`src/rtl/tw_pkg.sv`:
```
package tw_pkg;
  localparam int REG_AW = 3;
  localparam int REG_DW = 8;

  localparam logic [REG_AW-1:0] A_CTRL = 3'd0;
  localparam logic [REG_AW-1:0] A_WAIT = 3'd1;
  localparam logic [REG_AW-1:0] A_ISEL = 3'd2;
  localparam logic [REG_AW-1:0] A_RLO  = 3'd3;
  localparam logic [REG_AW-1:0] A_RHI  = 3'd4;
  localparam logic [REG_AW-1:0] A_CMD  = 3'd5;

  typedef struct packed {
    logic in_en;
    logic out_mode;
    logic wr_out;
    logic out_en;
  } ctrl_t;

  localparam ctrl_t CTRL_RST = '{in_en: 1'b0, out_mode: 1'b0, wr_out: 1'b1, out_en: 1'b0};
endpackage

```
`src/rtl/tw_regs.sv`:
```
module tw_regs
  import tw_pkg::*;
#(
  parameter int CNT_W = 16,
  parameter logic [CNT_W-1:0] RELOAD_RST = '1
) (
  input  logic              clk,
  input  logic              rst_n,
  input  logic [REG_AW-1:0] addr,
  input  logic              wr,
  input  logic [REG_DW-1:0] wdata,
  output logic [REG_DW-1:0] rdata,
  output ctrl_t             ctrl,
  output logic              wdog_en_n,
  output logic              tl_sel,
  output logic              a0_sel,
  output logic [CNT_W-1:0]  reload_val,
  output logic              reload_cmd
);
  localparam int PAD_W = 2 * REG_DW;
  localparam logic [PAD_W-1:0] RLD_PAD_RST = PAD_W'(RELOAD_RST);

  logic [PAD_W-1:0] rld_q;

  always_ff @(posedge clk or negedge rst_n) begin
    if (!rst_n) begin
      ctrl      <= CTRL_RST;
      wdog_en_n <= 1'b1;
      tl_sel    <= 1'b1;
      a0_sel    <= 1'b1;
      rld_q     <= RLD_PAD_RST;
    end else if (wr) begin
      case (addr)
        A_CTRL: ctrl <= ctrl_t'(wdata[3:0]);
        A_WAIT: wdog_en_n <= wdog_en_n & wdata[6];
        A_ISEL: begin
          tl_sel <= wdata[2];
          a0_sel <= wdata[1];
        end
        A_RLO: rld_q[REG_DW-1:0] <= wdata;
        A_RHI: rld_q[PAD_W-1:REG_DW] <= wdata;
        default: ;
      endcase
    end
  end

  assign reload_val = rld_q[CNT_W-1:0];
  assign reload_cmd = wr && (addr == A_CMD);

  always_comb begin
    case (addr)
      A_CTRL:  rdata = {4'b0000, ctrl};
      A_WAIT:  rdata = {1'b0, wdog_en_n, 6'h3F};
      A_ISEL:  rdata = {5'b00000, tl_sel, a0_sel, 1'b0};
      A_RLO:   rdata = rld_q[REG_DW-1:0];
      A_RHI:   rdata = rld_q[PAD_W-1:REG_DW];
      default: rdata = '0;
    endcase
  end

  AST_WD_STICKY: assert property (@(posedge clk) disable iff (!rst_n)
    !wdog_en_n |=> !wdog_en_n);
endmodule

```
`src/rtl/tw_counter.sv`:
```
module tw_counter #(
  parameter int CNT_W = 16,
  parameter logic [CNT_W-1:0] RELOAD_RST = '1
) (
  input  logic             clk,
  input  logic             rst_n,
  input  logic [CNT_W-1:0] reload_val,
  input  logic             reload_cmd,
  output logic             eoc
);
  logic [CNT_W-1:0] cnt_q;

  always_ff @(posedge clk or negedge rst_n) begin
    if (!rst_n)                  cnt_q <= RELOAD_RST;
    else if (reload_cmd || eoc)  cnt_q <= reload_val;
    else                         cnt_q <= cnt_q - 1'b1;
  end

  assign eoc = (cnt_q == '0);

  AST_EOC_RELOAD: assert property (@(posedge clk) disable iff (!rst_n)
    eoc |=> cnt_q == $past(reload_val));
  AST_CMD_LOAD: assert property (@(posedge clk) disable iff (!rst_n)
    reload_cmd |=> cnt_q == $past(reload_val));
  AST_DECREMENT: assert property (@(posedge clk) disable iff (!rst_n)
    (!eoc && !reload_cmd) |=> cnt_q == $past(cnt_q) - 1'b1);
endmodule

```
`src/rtl/tw_outstage.sv`:
```
module tw_outstage
  import tw_pkg::*;
(
  input  logic  clk,
  input  logic  rst_n,
  input  logic  eoc,
  input  ctrl_t ctrl,
  output logic  pin,
  output logic  oe
);
  always_ff @(posedge clk or negedge rst_n) begin
    if (!rst_n)                     pin <= 1'b0;
    else if (eoc && ctrl.out_en)    pin <= ctrl.out_mode ? ctrl.wr_out : ~pin;
  end

  assign oe = ctrl.out_en;

  AST_PIN_HOLD: assert property (@(posedge clk) disable iff (!rst_n)
    !(eoc && oe) |=> $stable(pin));
  AST_PIN_TOGGLE: assert property (@(posedge clk) disable iff (!rst_n)
    (eoc && oe && !ctrl.out_mode) |=> pin != $past(pin));
endmodule

```
`src/rtl/tmr_wdog.sv`:
```
module tmr_wdog
  import tw_pkg::*;
#(
  parameter int CNT_W = 16,
  parameter logic [CNT_W-1:0] RELOAD_RST = '1
) (
  input  logic       clk,
  input  logic       rst_n,
  input  logic [2:0] reg_addr,
  input  logic       reg_wr,
  input  logic [7:0] reg_wdata,
  output logic [7:0] reg_rdata,
  input  logic       hw_wdog_strap,
  input  logic       nmi_in,
  input  logic       ext_irq_in,
  output logic       eoc,
  output logic       tmr_pin,
  output logic       tmr_oe,
  output logic       sys_rst_req,
  output logic       tl_irq,
  output logic       a0_irq
);
  ctrl_t            ctrl;
  logic             wdog_en_n, tl_sel, a0_sel, reload_cmd;
  logic [CNT_W-1:0] reload_val;
  logic             wd_mode;

  tw_regs #(.CNT_W(CNT_W), .RELOAD_RST(RELOAD_RST)) u_regs (
    .clk(clk), .rst_n(rst_n), .addr(reg_addr), .wr(reg_wr), .wdata(reg_wdata),
    .rdata(reg_rdata), .ctrl(ctrl), .wdog_en_n(wdog_en_n), .tl_sel(tl_sel),
    .a0_sel(a0_sel), .reload_val(reload_val), .reload_cmd(reload_cmd)
  );

  tw_counter #(.CNT_W(CNT_W), .RELOAD_RST(RELOAD_RST)) u_cnt (
    .clk(clk), .rst_n(rst_n), .reload_val(reload_val),
    .reload_cmd(reload_cmd), .eoc(eoc)
  );

  tw_outstage u_out (
    .clk(clk), .rst_n(rst_n), .eoc(eoc), .ctrl(ctrl), .pin(tmr_pin), .oe(tmr_oe)
  );

  assign wd_mode     = hw_wdog_strap | ~wdog_en_n;
  assign sys_rst_req = eoc & wd_mode;
  assign tl_irq      = tl_sel ? nmi_in : eoc;
  assign a0_irq      = a0_sel ? ext_irq_in : eoc;

  AST_RST_ONLY_EOC: assert property (@(posedge clk) disable iff (!rst_n)
    sys_rst_req |-> eoc);
  AST_STRAP_FORCES: assert property (@(posedge clk) disable iff (!rst_n)
    (hw_wdog_strap && eoc) |-> sys_rst_req);
endmodule

```
`config.mk`:
```
export PLATFORM = sky130hd
export DESIGN_NAME = tmr_wdog
export DESIGN_NICKNAME = d
export VERILOG_FILES = /design/src/rtl/tw_pkg.sv /design/src/rtl/tw_regs.sv /design/src/rtl/tw_counter.sv /design/src/rtl/tw_outstage.sv /design/src/rtl/tmr_wdog.sv
export SDC_FILE = /design/constraint.sdc
export NUM_CORES = 1
export LEC_CHECK = 0
export BUFFER_PORTS_ARGS = -buffer_cell sky130_fd_sc_hd__buf_4
export CAP_MARGIN = 5
export CORE_AREA = 4 4 70 72
export DETAILED_ROUTE_END_ITERATION = 16
export DIE_AREA = 0 0 74 76
export MAX_ROUTING_LAYER = met4
export PLACE_DENSITY = 0.81
export SYNTH_ARGS = -nofsm -noshare
export SYNTH_HDL_FRONTEND = slang
export SYNTH_SLANG_ARGS = --single-unit
```
`constraint.sdc`:
```
create_clock -name clk -period 1.78 [get_ports clk]
set_input_delay 0.267 -clock clk [delete_from_list [all_inputs] [get_ports clk]]
set_output_delay 0.267 -clock clk [all_outputs]
set_load 0.02 [all_outputs]
```
==> summary.txt <==
outcome: complete, but fails checks
failing checks: negative setup slack
detailed-route wire length per cell: 17.8 um
Hold Startpoint: reg_wdata[7]
simple-gate share of the synthesized area: 15.6%
Worst Setup Start Kind: flip-flop
Residual DRC: 0
cell family with most CP delay: simple AND/OR/NAND/NOR gates
hold depth: 2
ys async rst share: 100%
Avg Cell Area, Syn: 10.8 um^2
max-slew violation count: 0
crit path capture type: output pin
Via Count: 1705
ANT cells: 0
Lkg Pwr: 1.21 nW
Core ar.: 4290 um^2
max_slew headroom: 67.3%
peak supply drop: 0.711 mV
CTS tree: yes
Hold Fails Final Rpt: 0
final setup margin: -0.515 ns
HPWL after DPL: 3.52 mm
H-tree depth: 2
Critical Path RT: 1.51 ns
post-layout minimum cycle time: 2.30 ns
drt total wl: 5.40 mm
Worst-Skew Late Latency: 0.30 ns
xor/xnor cell area share of the yosys netlist: 5.98%
leading area contributor after synthesis: dfstp_2
area share of the largest cell type after synthesis: 46.1%
clock buffer count from CTS: 5
total gr overflow: 0
Compound-Gate Fraction of Synth Area: 10.9%
Worst Skew: 0.00881 ns
power density cells: 1210 nW/um^2
Crit Path Category: reg -> out
worst path arrival time: 2.03 ns
DR WL met2: 2.72 mm
fin area: 2860 um^2
# port buffers: 30
Initial Util: 47.8%
dpl cells: 286
Synth cell types: 37
sink count of the clock tree: 40
Final Setup Violations: 21
Critical Path Max Stage Delay: 0.57 ns
clock slew at reported path FFs: 0.08 ns
die area: 5620 um^2
placement-stage cell area: 2510 um^2
top sig layer: met4
CTS root buf: clkbuf_8
initial antenna violation count: 0
Tot Pwr: 0.00348 W
height of the die: 76 um
share of cells above drive strength 1: 61.1%
reg-to-reg endpoint: u_out.pin
Worst Hold Path EP: u_regs.reload_val[15]
register area share after synthesis: 51.0%
EDFF count, synth: 0
Hold Crit Class: in -> reg
IO Pins: 31
Synth Instances: 190
proportion of synthesized area in mux cells: 13.3%
GR Util All Layers: 21.9%
clk buf depth: 2
RSZ-0062 raised after global routing: yes
Die X: 74 um
vias in the first global route: 1879
GPL Wtd Cong: 0.907
r2r worst-path depth: 7
drt via density: 5.61
fin nets: 269
initial drt markers: 87
fmax: 436 MHz
first-pass GRT wire length: 9.23 mm
area grow syn2layout: 39.7%
Worst R2R Start: u_cnt.cnt_q[3]
Mapped Nets: 208
Post-DRT Antenna Nets: 0
Rows: 24
Pre-antenna DRT Iters: 4
Routed met3 length: 311 um
synthesized cell area: 2050 um^2
M1 wire length: 2.25 mm
Critical-path top delay cell: or4_4
synth top area cells: dfstp_2 46%, mux2_2 12%, o21ai_0 6.6%
period utilization: 129%
Synth Area in Adders: 0.610%
Most used DFF post-synth: dfstp_2
reg2reg setup slack: -0.29 ns
Layout Cells excl Fill: 304
Yosys reg bits: 40
YS warnings: 0
largest family of logic cells by synthesized area: simple AND/OR/NAND/NOR gates
worst path cell trace: nor4_4 > nand4b_4 > or4_4 > a21oi_2 > buf_6
Slew @ Worst Pin: 0.491 ns
Buf/Inv on CP: 1
max cap viols: 0
largest net degree at the start of global routing: 41
crit path max fanout: 4
worst max-delay path by stage:
stage / endpoint / cells past startpoint / startpoint
floorplan: u_out.pin / 6 / u_cnt.cnt_q[3]
finish: sys_rst_req / 5 / u_cnt.cnt_q[3]
detailed placement: tl_irq / 5 / u_cnt.cnt_q[3]
global route: tl_irq / 5 / u_cnt.cnt_q[3]
CTS: tl_irq / 5 / u_cnt.cnt_q[6]
global placement: a0_irq / 5 / u_cnt.cnt_q[3]
repair_timing:
item,in CTS,in global routing
setup endpoints to repair,22,24
setup buffers,6,0
gates resized for setup,33,19
pin swaps,2,4
hold endpoints to repair,4,0
hold buffers,1,0
gates cloned,3,0
sequential cells by signal (all words and copies together) (netlist names):
register           cells
u_regs.tl_sel          1
u_regs.ctrl            4
u_regs.a0_sel          1
u_cnt.cnt_q           16
u_regs.wdog_en_n       1
u_out.pin              1
u_regs.reload_val     16
layer usage:
layer,track usage (%),vias up
met1,28.4,845
met2,33.0,58
met3,5.15,11
li1,-,791
met5,-,-
met4,8.33,0
power by group:
part | leakage (nW) | total (W) | switching, W | internal (W)
clock network | 0.0455 | 0.000624 | 0.000307 | 0.000316
registers | 0.428 | 0.00165 | 0.000265 | 0.00138
logic | 0.736 | 0.00120 | 0.000537 | 0.000667
logic make-up after synthesis:
logic type                 Yosys count
muxes                               24
xor gates and xnor gates            14
adders and majority gates            1
AOI/OAI and AO/OA                   38
buffers and inverters               14
DFF                                 40
and+or+nand+nor                     59
cell usage in the layout (no fill, tap or decap), types with 3 or more instances in the layout:
cell type	Yosys	final
buf_4	0	46
dfstp_2	36	36
nand2_1	34	25
mux2_2	22	22
o21ai_1	1	11
o21ai_2	0	10
xnor2_1	8	8
buf_6	0	8
o21ai_0	27	7
nand2_2	0	7
inv_1	6	6
xor2_1	6	6
clkbuf_8	0	6
nor3_1	5	5
nor2_1	4	4
dfrtp_1	4	4
buf_16	0	3
final cells by class:
cell class	count	area, um^2
repair buffers	61	583
clock buffers	8	90.1
fillers	303	1430
multi-input cells	136	1050
inverters	7	28.8
flip-flops and latches	40	1050
well taps	52	65.1
Yosys cell counts, drive strengths merged (2+ instances only):
master,instances
clkbuf,6
nand4b,2
dfrtp,4
or4,3
dfstp,36
nor3b,2
nor3,5
a21boi,2
o21ai,28
nand3,2
mux2,23
nor4b,2
nor2b,2
xor2,6
nor2,4
inv,7
xnor2,8
o22ai,2
nand2,34
per-stage QoR:
step | utilization, % | TNS [ns] | hold slack, ns | setup slack, ns
floorplan | - | -0.799 | -0.0286 | -0.242
finish | 66.7 | -4.99 | 0.211 | -0.515
global route | 66.7 | -5.86 | 0.213 | -0.568
global placement | 58.5 | -1.41 | 0.262 | -0.192
CTS | 65.3 | -4.32 | 0.200 | -0.539
detailed placement | 58.5 | -2.48 | 0.265 | -0.233
No activity file was read; power rests on OpenSTA's default activity.
